<file path="config.mk">
export PLATFORM = sky130hd
export DESIGN_NAME = inval_fanout_seq
export DESIGN_NICKNAME = d
export VERILOG_FILES = /design/src/rtl/inval_fanout_pkg.sv /design/src/rtl/inval_target_map.sv /design/src/rtl/inval_lowest.sv /design/src/rtl/inval_popcount.sv /design/src/rtl/inval_fanout_seq.sv
export SDC_FILE = /design/constraint.sdc
export NUM_CORES = 1
export LEC_CHECK = 0
export ABC_CLOCK_PERIOD_IN_PS = 7400
export BUFFER_PORTS_ARGS = -buffer_cell sky130_fd_sc_hd__buf_2
export CELL_PAD_IN_SITES_DETAIL_PLACEMENT = 0
export CELL_PAD_IN_SITES_GLOBAL_PLACEMENT = 1
export CORE_MARGIN = 2
export CORE_UTILIZATION = 45
export CTS_CLUSTER_DIAMETER = 120
export DETAILED_ROUTE_END_ITERATION = 8
export PLACE_DENSITY = 0.85
export RECOVER_POWER = 100
export SYNTH_ARGS = -nofsm -noshare
export SYNTH_HDL_FRONTEND = slang
export SYNTH_SLANG_ARGS = --single-unit
export TNS_END_PERCENT = 10
</file>
<file path="constraint.sdc">
create_clock -name clk -period 7.4 [get_ports clk]
set_input_delay 0.37 -clock clk [delete_from_list [all_inputs] [get_ports clk]]
set_output_delay 0.37 -clock clk [all_outputs]
set_load 0.02 [all_outputs]
</file>
<file path="src/rtl/inval_fanout_pkg.sv">
`timescale 1ns/1ps
package inval_fanout_pkg;
  typedef enum logic [1:0] {
    FMT_OWNER    = 2'd0,
    FMT_NODEVEC  = 2'd1,
    FMT_GROUPVEC = 2'd2,
    FMT_RSVD     = 2'd3
  } fmt_e;
endpackage

</file>
<file path="src/rtl/inval_target_map.sv">
`timescale 1ns/1ps
module inval_target_map
  import inval_fanout_pkg::*;
#(
  parameter int NODES = 32,
  parameter int VEC_W = 16,
  localparam int NODE_W = $clog2(NODES),
  localparam int GRP = NODES / VEC_W
) (
  input  fmt_e              fmt,
  input  logic [VEC_W-1:0]  entry,
  input  logic [NODE_W-1:0] self_node,
  output logic [NODES-1:0]  mask
);
  for (genvar n = 0; n < NODES; n++) begin : g_node
    logic own_hit, vec_hit, grp_hit, sel;
    assign own_hit = (entry[NODE_W:1] == NODE_W'(n));
    if (n < VEC_W) begin : g_in
      assign vec_hit = entry[n];
    end else begin : g_out
      assign vec_hit = 1'b0;
    end
    assign grp_hit = entry[n / GRP];
    always_comb begin
      case (fmt)
        FMT_OWNER:    sel = own_hit;
        FMT_NODEVEC:  sel = vec_hit;
        FMT_GROUPVEC: sel = grp_hit;
        default:      sel = 1'b0;
      endcase
    end
    assign mask[n] = sel && (self_node != NODE_W'(n));
  end
endmodule

</file>
<file path="src/rtl/inval_lowest.sv">
`timescale 1ns/1ps
module inval_lowest #(
  parameter int N = 32,
  localparam int IW = $clog2(N)
) (
  input  logic [N-1:0]  vec,
  output logic          any,
  output logic [IW-1:0] idx
);
  always_comb begin
    any = 1'b0;
    idx = '0;
    for (int i = N - 1; i >= 0; i--) begin
      if (vec[i]) begin
        any = 1'b1;
        idx = IW'(i);
      end
    end
  end
endmodule

</file>
<file path="src/rtl/inval_popcount.sv">
`timescale 1ns/1ps
module inval_popcount #(
  parameter int N = 32,
  localparam int CW = $clog2(N + 1)
) (
  input  logic [N-1:0]  vec,
  output logic [CW-1:0] count
);
  always_comb begin
    count = '0;
    for (int i = 0; i < N; i++) count = count + CW'(vec[i]);
  end
endmodule

</file>
<file path="src/rtl/inval_fanout_seq.sv">
`timescale 1ns/1ps
module inval_fanout_seq
  import inval_fanout_pkg::*;
#(
  parameter int NODES = 32,
  parameter int VEC_W = 16,
  localparam int NODE_W = $clog2(NODES),
  localparam int CNT_W = $clog2(NODES + 1)
) (
  input  logic              clk,
  input  logic              rst,
  input  logic              req_valid,
  output logic              req_ready,
  input  logic [1:0]        req_fmt,
  input  logic [VEC_W-1:0]  req_entry,
  input  logic [NODE_W-1:0] req_node,
  output logic              out_valid,
  input  logic              out_ready,
  output logic [NODE_W-1:0] out_node,
  output logic              out_all_cpus,
  output logic              out_cpu,
  output logic [CNT_W-1:0]  ack_count,
  output logic              done
);
  fmt_e              fmt;
  logic [NODES-1:0]  new_mask, pend, pick_in;
  logic              pick_any;
  logic [NODE_W-1:0] pick_idx;
  logic [CNT_W-1:0]  new_cnt;

  assign fmt = fmt_e'(req_fmt);

  inval_target_map #(.NODES(NODES), .VEC_W(VEC_W)) u_map (
    .fmt(fmt), .entry(req_entry), .self_node(req_node), .mask(new_mask)
  );

  inval_popcount #(.N(NODES)) u_cnt (.vec(new_mask), .count(new_cnt));

  assign pick_in = out_valid ? pend : new_mask;

  inval_lowest #(.N(NODES)) u_pick (.vec(pick_in), .any(pick_any), .idx(pick_idx));

  assign req_ready = !out_valid;

  always_ff @(posedge clk) begin
    if (rst) begin
      out_valid    <= 1'b0;
      out_node     <= '0;
      out_all_cpus <= 1'b0;
      out_cpu      <= 1'b0;
      ack_count    <= '0;
      done         <= 1'b0;
      pend         <= '0;
    end else begin
      done <= 1'b0;
      if (!out_valid) begin
        if (req_valid) begin
          ack_count <= new_cnt;
          if (pick_any) begin
            out_valid    <= 1'b1;
            out_node     <= pick_idx;
            pend         <= pick_in & ~(NODES'(1) << pick_idx);
            out_all_cpus <= (fmt != FMT_OWNER);
            out_cpu      <= (fmt == FMT_OWNER) ? req_entry[0] : 1'b0;
          end else begin
            done <= 1'b1;
          end
        end
      end else if (out_ready) begin
        if (pick_any) begin
          out_node <= pick_idx;
          pend     <= pick_in & ~(NODES'(1) << pick_idx);
        end else begin
          out_valid <= 1'b0;
          done      <= 1'b1;
        end
      end
    end
  end
endmodule

</file>
-- Word-level counts from Yosys, hierarchy flattened
Cells that the tools add are included.
- shift-type cells: 1
- mux-type cells: 114
- reductions and logical operators: 42
- $add $sub $neg: 31
- equality and inequality tests: 65
- bitwise gates (word level): 3
- operator list (operator ; count):
    adder 6 x 1 -> 6 bit ; 30
    two-way mux 5 bit ; 36
    two-way mux 32 bit ; 5
    == test 5 bit, second input constant ; 16
    inequality test 5 bit, second input constant ; 16
    one-hot mux 1 bit (3 select lines) ; 15
    two-way mux 1 bit ; 41
    == test 5 x 4 -> 1 bit, second input constant ; 8
    inequality test 5 x 4 -> 1 bit, second input constant ; 8
    one-hot mux 1 bit (2 select lines) ; 17
    AND 32 bit ; 1
    logical AND 1 bit ; 32
    NOT 32 bit ; 1
    left shift 1 x 5 -> 32 bit, first input constant ; 1
    == test 5 x 3 -> 1 bit, second input constant ; 4
    inequality test 5 x 3 -> 1 bit, second input constant ; 4
    == test 5 x 2 -> 1 bit, second input constant ; 2
    inequality test 5 x 2 -> 1 bit, second input constant ; 2
    == test 5 x 1 -> 1 bit, second input constant ; 1
    logical NOT 5 bit ; 1
    inequality test 5 x 1 -> 1 bit, second input constant ; 1
    nonzero test 5 bit ; 1
    AND reduction 2 bit ; 2
    nonzero test 2 bit ; 2
    other kinds (9) ; 9
- flip-flop bits (word level): 47
- logic and storage cells: 263
- input bits: 27
- output and inout bits: 16

-- Logic depth before layout (Yosys ltp)
Gate-level depths: netlist of run 1.
- depth in word-level cells: 43
- gate-level depth with buffers: 25
- depth with buffers taken out: 24

-- Cells and area by module
A second synthesis of run 1 with hierarchy kept.
- cells, all modules: 487
- area, all modules: 4306.6 um^2
- modules (own cells, without submodules) (module ; instances ; seq. area each (um^2) ; cells each ; area an instance (um^2)):
    inval_fanout_seq ; 1 ; 940.9 ; 216 ; 2217.1
    inval_target_map ; 1 ; 0.0 ; 116 ; 885.8
    inval_popcount ; 1 ; 0.0 ; 90 ; 833.3
    inval_lowest ; 1 ; 0.0 ; 65 ; 370.4

-- Worst setup path before layout of run 1
Ideal clock, no wire load.
- path kind: input-to-reg
- start point: in req_fmt[0]
- end point: reg ack_count[4]
- setup slack: 1.417 ns
- data arrival time: 5.913 ns
- library setup time: 0.070 ns
- data required time: 7.330 ns
- stages: 24
- buffers on the path: 1
- path through: inv_1 ha_1 buf_4 or4b_1 o21ai_1 nand2_1 nor2_1 fa_1 fa_1 inv_1 fa_1 fa_1 fa_1 inv_1 fa_1 inv_1 fa_1 inv_1 fa_1 a21o_1 a21oi_1 xnor2_1 nand2_1 a21oi_1
- longest elaborated chain between the ends: 35
- elaborated cells on any way between the ends: 99
- those cells by class: add/sub (31); eq/ne (2); mux (32); reduce/logical (34)
- RTL lines (item ; line ; text):
    from (decl) ; inval_fanout_seq.sv:14 ; input logic [1:0] req_fmt,
    == test 2 x 1 -> 1 bit or == test 2 bit (tied branches) ; inval_target_map.sv:25 ; case (fmt)
    OR reduction 2 bit (no source line) ; - ;
    one-hot mux 1 bit (2 select lines) ; inval_target_map.sv:25 ;
    logical AND 1 bit ; inval_target_map.sv:32 ; assign mask[n] = sel && (self_node != NODE_W'(n));
    adder 1 x 1 -> 2 bit ; inval_popcount.sv:11 ; for (int i = 0; i < N; i++) count = count + CW'(vec[i]);
    adder 6 x 1 -> 6 bit (29 in series) ; inval_popcount.sv:11 ;
    adder 6 x 1 -> 6 bit (*) ; inval_popcount.sv:11 ;
    to (signal assigned) ; inval_fanout_seq.sv:58 ; ack_count <= new_cnt;
    to (decl) ; inval_fanout_seq.sv:22 ; output logic [CNT_W-1:0] ack_count,
Mark *: on every way between the ends. The rest lies on a longest branch, timed or not.
A chain may end at the register's enable or synchronous reset.

-- Final worst setup path of run 1
Ends and elaborated chain as after synthesis.

==> impl_results.md, run 1 <==
* Placed inst area at 0.00507 mm^2
* Overall die area at 0.0116 mm^2
* ANT nets after route at 0
* Setup WS pre-CTS at 0.668 ns
* Crit path launch: req_fmt[0]
* Failing checks: capacitance limit, slew limit
* Reg-to-reg endpoint: pend[7]
* Rows at 37
* Worst Path Max Fanout at 11
* Total track usage at 28.5%
* Drc violations at 0
* DR vias at 4985
* R2r setup slk at 1.03 ns
* Ys Warns at 0
* Largest net degree at the start of global routing at 38
* Pwr dens at 211 mW/mm^2
* Setup TNS at 0 ns
* Hold Buf Count CTS at 0
* Port buffer count at 42
* Maximum VDD drop at 0.215 mV
* Synth area leaders: dfxtp_1 (19%), fa_1 (9.9%), nand2_1 (5.8%), a22oi_1 (5.4%), nor2_1 (3.9%)
* Core area at 0.0104 mm^2
* H-Tree Depth at 2
* FILL cells at 1110
* Starting density of the core at 46.7%
* Worst Hold Path Cells at 3
* Sequential area share after synthesis at 19.4%
* Setup ws final at 0.979 ns
* Avg Cell Area, Syn at 8.08 um^2
* Share of cells above drive strength 1 at 10.4%
* Unique masters post-synth at 82
* DR WL/cell at 21.6 um
* CTS resizes at 0
* FF+latch area at 941 um^2
* Crit-path max cell delay at 0.56 ns
* Worst-Skew Late Latency at 0.31 ns
* Net Count, Synth at 663
* Critical path class: primary input to flop
* Hold Vio Cnt, Final at 0
* Slowest CP cell: fa_1
* # diodes at 0
* Die X at 108 um
* Initial DRC Count at 551
* Total Nets Final at 679
* Most used flip-flop cell after synthesis: dfxtp_1
* Worst path top cell family by delay: adder cells
* Most common cell in the netlist: nand2_1
* Synth async-reset ratio at 0%
* Vias in the first global route at 4712
* Final setup viols at 0
* Min-delay src: req_valid
* Initial antenna violation count at 0
* Leak Pwr at 2.01 nW
* Most frequent CP cell: fa_1
* GRT overflow at 0
* R2R cell count at 9
* Hold Path End: out_valid
* Slew @ Worst Pin at 1.71 ns
* FMAX at 156 MHz
* Cell area after synthesis at 0.00485 mm^2
* Finished Layout Cells at 753
* Pins Over Slew Limit at 18
* Top-area cell type share of the netlist area at 19.4%
* Clock Root Buffer: clkbuf_8
* FF+latch count, synth at 47
* Reg2Reg Launch Point: out_valid
* First-pass GRT wire length at 25700 um
* Layout area overhead at 5.14%
* Vias/cell at 6.62
* Final cycle utilization of the critical path at 86.8%
* Arr. time, crit path at 6.65 ns
* Status: finished with violations
* RSZ-0062 raised after global routing: no
* Fin crit period at 6.42 ns
* Finished Cell Area at 0.00510 mm^2
* DR pass1 iterations at 5
* Placed instance count at 745
* Synth top cells by count: nand2_1 (75), nor2_1 (50), dfxtp_1 (47)
* # Post-CTS Setup Buffers at 0
* Crit start category: primary input
* Max cap viols at 1
* Slew headroom at -15.2%
* CTS tree: yes
* Critical path buffer and inverter count at 6
* EDFF count, synth at 0
* CP required at 7.63 ns
* I/O Pins at 43
* Min-delay worst type: primary input to flop
* Die height at 108 um
* Clock buffer count from CTS at 5
* Sink Count at 47
* Area of the multi-input gates at 0.00354 mm^2
* Synth area leader: dfxtp_1
* Critical path capture point type: flop
* Placer Congestion at 0.982
* Max Root-Sink Buffers at 2
* HPWL Detailed at 12800 um
* Post-Syn Instances at 600
* Skew final at 0.00853 ns
* Clock Pin Slew Worst Setup and Hold Paths at 0.10 ns
* Total Wirelength at 16300 um
[cells by family after synthesis]
logic type               Yosys count  share of synthesized area, %
adder cells (fa/ha/maj)           36                          13.0
buffers and inverters             74                          6.97
AND/OR/NAND/NOR                  230                          26.7
AO/OA/AOI/OAI                    209                          33.1
flip-flops                        47                          19.4
XOR/XNOR                           3                         0.542
multiplexers                       1                         0.207
[report_power, final]
part | internal [mW] | switching [mW]
registers | 0.278 | 0.0166
clock network | 0.0665 | 0.0986
logic | 0.239 | 0.376
total | 0.584 | 0.491
[cells in the final DEF, fill, tap and decap left out, types with 9 or more instances in the layout]
cell	Yosys	final
and2_1	13	12
nor2_1	50	51
a21oi_1	36	36
a22oi_1	35	35
a221o_1	12	12
dfxtp_1	47	47
nand3b_1	10	10
buf_2	21	25
fa_1	24	24
clkbuf_1	8	19
nor3_1	12	12
nand3_1	9	9
a32oi_1	9	10
ha_1	12	12
nand2_1	75	75
inv_1	35	35
o21ai_0	21	27
[worst register-to-register path: stages, from the launching register on]
cell,delay (ns)
dfxtp_1,0.92
nor2_1,0.48
a32oi_1,0.62
and2_0,0.46
nand4_1,0.54
o31ai_1,1.55
clkbuf_1,0.78
nor2_1,0.32
o21ai_0,0.37
o21ai_0,0.19
[metrics by stage]
step           hold slack [ns]  utilization (%)  total power [mW]
2_1_floorplan            0.416                -             0.760
3_3_place_gp             0.440             48.9             0.906
3_5_place_dp             0.445             48.9             0.908
4_1_cts                  0.317             49.7              1.08
5_1_grt                  0.322             49.1              1.16
6_report                 0.320             49.1              1.08
[state kept, by name (all words and copies together) (netlist names)]
register	flops
out_all_cpus	1
out_node	5
pend	32
done	1
out_cpu	1
ack_count	6
out_valid	1
[cell type report]
cell class	instances	area share (%)
multi-input combinational	479	69.4
sequential	47	18.5
timing repair buffer	48	4.52
tap	136	3.34
inverter	35	2.58
clock buffer	6	1.42
clock inverter	2	0.246
[how the worst max path moves through the flow]
| stage | slack (ns) | depth (start not counted) | end |
|---|---|---|---|
| after floorplan | 1.42 | 24 | ack_count[4] |
| after global placement | 0.80 | 25 | ack_count[4] |
| after detailed placement | 0.67 | 25 | ack_count[4] |
| after CTS | 0.98 | 25 | ack_count[4] |
| after global routing | 0.58 | 9 | pend[7] |
| final | 0.98 | 25 | ack_count[4] |
[per-layer routing]
metal  vias up  part of all wire, %  track usage (%)
met4         0                  3.3             9.52
li1       2285                    -                -
met3        40                  8.2             4.96
met5         -                    0                0
met2       252                   44             44.1
met1      2408                   44             40.1
No activity file was read; power rests on OpenSTA's default activity.
==> inputs of run 2 (changes only) <==
ABC_CLOCK_PERIOD_IN_PS = 6200   (was 7400)
clock period = 6.2 ns   (was 7.4 ns; I/O delays follow)
==> run 2 against run 1 <==
The run still ends with capacitance limit, slew limit left. Clock power up 50%. Sequential share of layout area fell by 1.1 points. Via count rose by 2.2%. Count of clock-buffer cells in the layout did not move. Total power rose by 28%. Register-to-register slack worse by 0.61 ns. Sequential power is 18% higher. Setup slack worse by 0.71 ns. Largest power group unchanged.
==> impl_results.md, run 2 (same netlist as run 1, synthesis figures left out) <==
* Status: finished with violations
* Failing checks: capacitance limit, slew limit
* Sink Count at 47 (unchanged)
* Internal at 0.773 mW (+32%)
* Fin crit period at 5.93 ns
* Switch Pwr at 0.601 mW (+22%)
* Skew final at 0.0123 ns (+0.00377 ns)
* Initial DRC Count at 489 (-11%)
* Pins Over Slew Limit at 41 (+23)
* Critical path capture point type: flop
* Die height at 108 um (unchanged)
* Arr. time, crit path at 6.18 ns (-0.47 ns)
* Layout area overhead at 11.9%
* Finished Cell Area at 0.00542 mm^2 (+6.4%)
* Final setup viols at 0 (unchanged)
* First-pass GRT wire length at 27300 um (+6.3%)
* Largest Register: pend
* DR pass1 iterations at 5 (unchanged)
* Setup ws final at 0.267 ns (-0.711 ns)
* Vias in the first global route at 4954 (+5.1%)
* FMAX at 169 MHz
* Total Wirelength at 17000 um (+4.6%)
* Most frequent CP cell: fa_1
* I/O Pins at 43 (unchanged)
* DR vias at 5096 (+2.2%)
* CTS tree: yes
* Leak Pwr at 2.19 nW (+9.1%)
* Clock Root Buffer: clkbuf_8
* Hold Vio Cnt, Final at 0 (unchanged)
* Final cycle utilization of the critical path at 95.7%
* Max Root-Sink Buffers at 2 (unchanged)
* Share of cells above drive strength 1 at 16.0% (+5.7 points)
* Initial antenna violation count at 0 (unchanged)
* Drc violations at 0 (unchanged)
* DR WL/cell at 21.7 um (+0.47%)
* Worst-Skew Late Latency at 0.32 ns (about the same)
* Largest regs: pend (32), ack_count (6), out_node (5)
* HPWL Detailed at 13500 um (+5.9%)
* Slowest CP cell: fa_1
* Clock buffer count from CTS at 5 (unchanged)
* ANT nets after route at 0 (unchanged)
* Placed instance count at 776 (+4.2%)
* Total Nets Final at 710 (+4.6%)
* Reg power frac at 25.4% (-2.0 points)
* Clock Power Share at 18.0% (+2.7 points)
* Final core utilization at 52.3% (+3.1 points)
* Worst path top cell family by delay: adder cells
* Clock Pin Slew Worst Setup and Hold Paths at 0.10 ns (about the same)
* H-Tree Depth at 2 (unchanged)
* Commonest non-fill, non-tap cell in the layout: nand2_1
* Slew headroom at -17.0% (-1.8 points)
* Vias/cell at 6.50 (-1.8%)
* Maximum VDD drop at 0.250 mV (+16%)
* Setup WS pre-CTS at -0.145 ns (-0.813 ns)
* Max reg flops at 32 (unchanged)
* CP required at 6.45 ns (-1.18 ns)
* Max cap viols at 1 (unchanged)
* Finished Layout Cells at 784 (+4.1%)
* GRT overflow at 0 (unchanged)
* # diodes at 0 (unchanged)
* Pwr dens at 253 mW/mm^2 (+20%)
* Largest net degree at the start of global routing at 41 (+7.9%)
* Critical path class: primary input to flop
* Die X at 108 um (unchanged)
* Crit start category: primary input
* Min-delay worst type: primary input to flop
* Placed inst area at 0.00532 mm^2 (+5.1%)
* Total track usage at 30.6% (+2.0 points)
* Crit-path max cell delay at 0.56 ns (about the same)
* Rows at 37 (unchanged)
* Worst Path Max Fanout at 5 (-6)
* Critical path buffer and inverter count at 8 (+2)
* Core area at 0.0104 mm^2 (unchanged)
* Most frequent cells in the layout: nand2_1 (75), nor2_1 (50), dfxtp_1 (47)
* Sw frac at 43.7% (-2.0 points)
* Overall die area at 0.0116 mm^2 (unchanged)
* Combinational power share at 56.6% (-0.6 points)
* Hold Buf Count CTS at 0 (unchanged)
* Placer Congestion at 1.02 (+3.5%)
* Starting density of the core at 46.7% (unchanged)
* Slew @ Worst Pin at 1.76 ns (+0.0423 ns)
* Final hold slack at 0.259 ns (-0.0607 ns)
* Port buffer count at 42 (unchanged)
run 2: cell types whose count changed in the layout (fill, tap and decap cells not counted), moves of 2 or more:
cell	delta
buf_12	+2
buf_2	+2
buf_4	+28
clkbuf_1	-3
o21ai_0	-5
o21ai_1	+4
run 2: power groups by stage:
stage | combinational [mW] | clock [mW] | sequential [mW]
after floorplan | 0.537 | 0 | 0.369
after global placement | 0.743 | 0 | 0.353
after detailed placement | 0.760 | 0 | 0.355
after CTS | 0.774 | 0.252 | 0.348
after global routing | 0.856 | 0.264 | 0.352
final | 0.777 | 0.247 | 0.349
run 2: worst paths after layout:
kind              slack (ns)      endpoint    startpoint  cells past startpoint
hold reg to reg         0.46  ack_count[3]  ack_count[3]                      2
hold / removal          0.26     out_valid     req_valid                      3
setup / recovery        0.27  ack_count[4]    req_fmt[0]                     25
setup reg to reg        0.42       pend[7]     out_valid                      9
run 2: worst register-to-register path, stage by stage, from the launching register on:
cell	delay, ns
dfxtp_1	0.33
clkbuf_1	1.26
nor2_1	0.64
a32oi_1	0.65
and2_0	0.45
nand4_1	0.56
o31ai_4	0.96
nor2_1	0.30
o21ai_1	0.35
o21ai_0	0.15
run 2: cell type report:
type | instances | area [um^2]
fillers | 1081 | 4950
multi-input cells | 479 | 3570
flip-flops and latches | 47 | 941
repair buffers | 79 | 488
well taps | 136 | 170
inverters | 35 | 131
clock buffers | 6 | 82.6
clock inverters | 2 | 35.0
run 2: metrics by stage:
| stage | setup TNS, ns | total power, mW |
|---|---|---|
| 3_3_place_gp | 0 | 1.10 |
| 5_1_grt | -0.0157 | 1.47 |
| 6_report | 0 | 1.37 |
| 3_5_place_dp | -0.145 | 1.12 |
| 2_1_floorplan | 0 | 0.907 |
| 4_1_cts | 0 | 1.37 |
run 2: what timing repair did:
action,in CTS,in global routing
endpoints found under the setup margin,0,2
gates resized for setup,0,8
buffers inserted,0,0
run 2: per-layer routing:
| metal | vias to the layer above | share of wire [%] | wire [um] | GRT usage, % |
|---|---|---|---|---|
| met5 | - | 0 | 0 | 0 |
| met4 | 0 | 4.4 | 748 | 11.5 |
| met3 | 65 | 8.2 | 1390 | 4.48 |
| met2 | 285 | 45 | 7660 | 48.5 |
| met1 | 2412 | 42 | 7230 | 42.0 |
| li1 | 2334 | - | - | - |
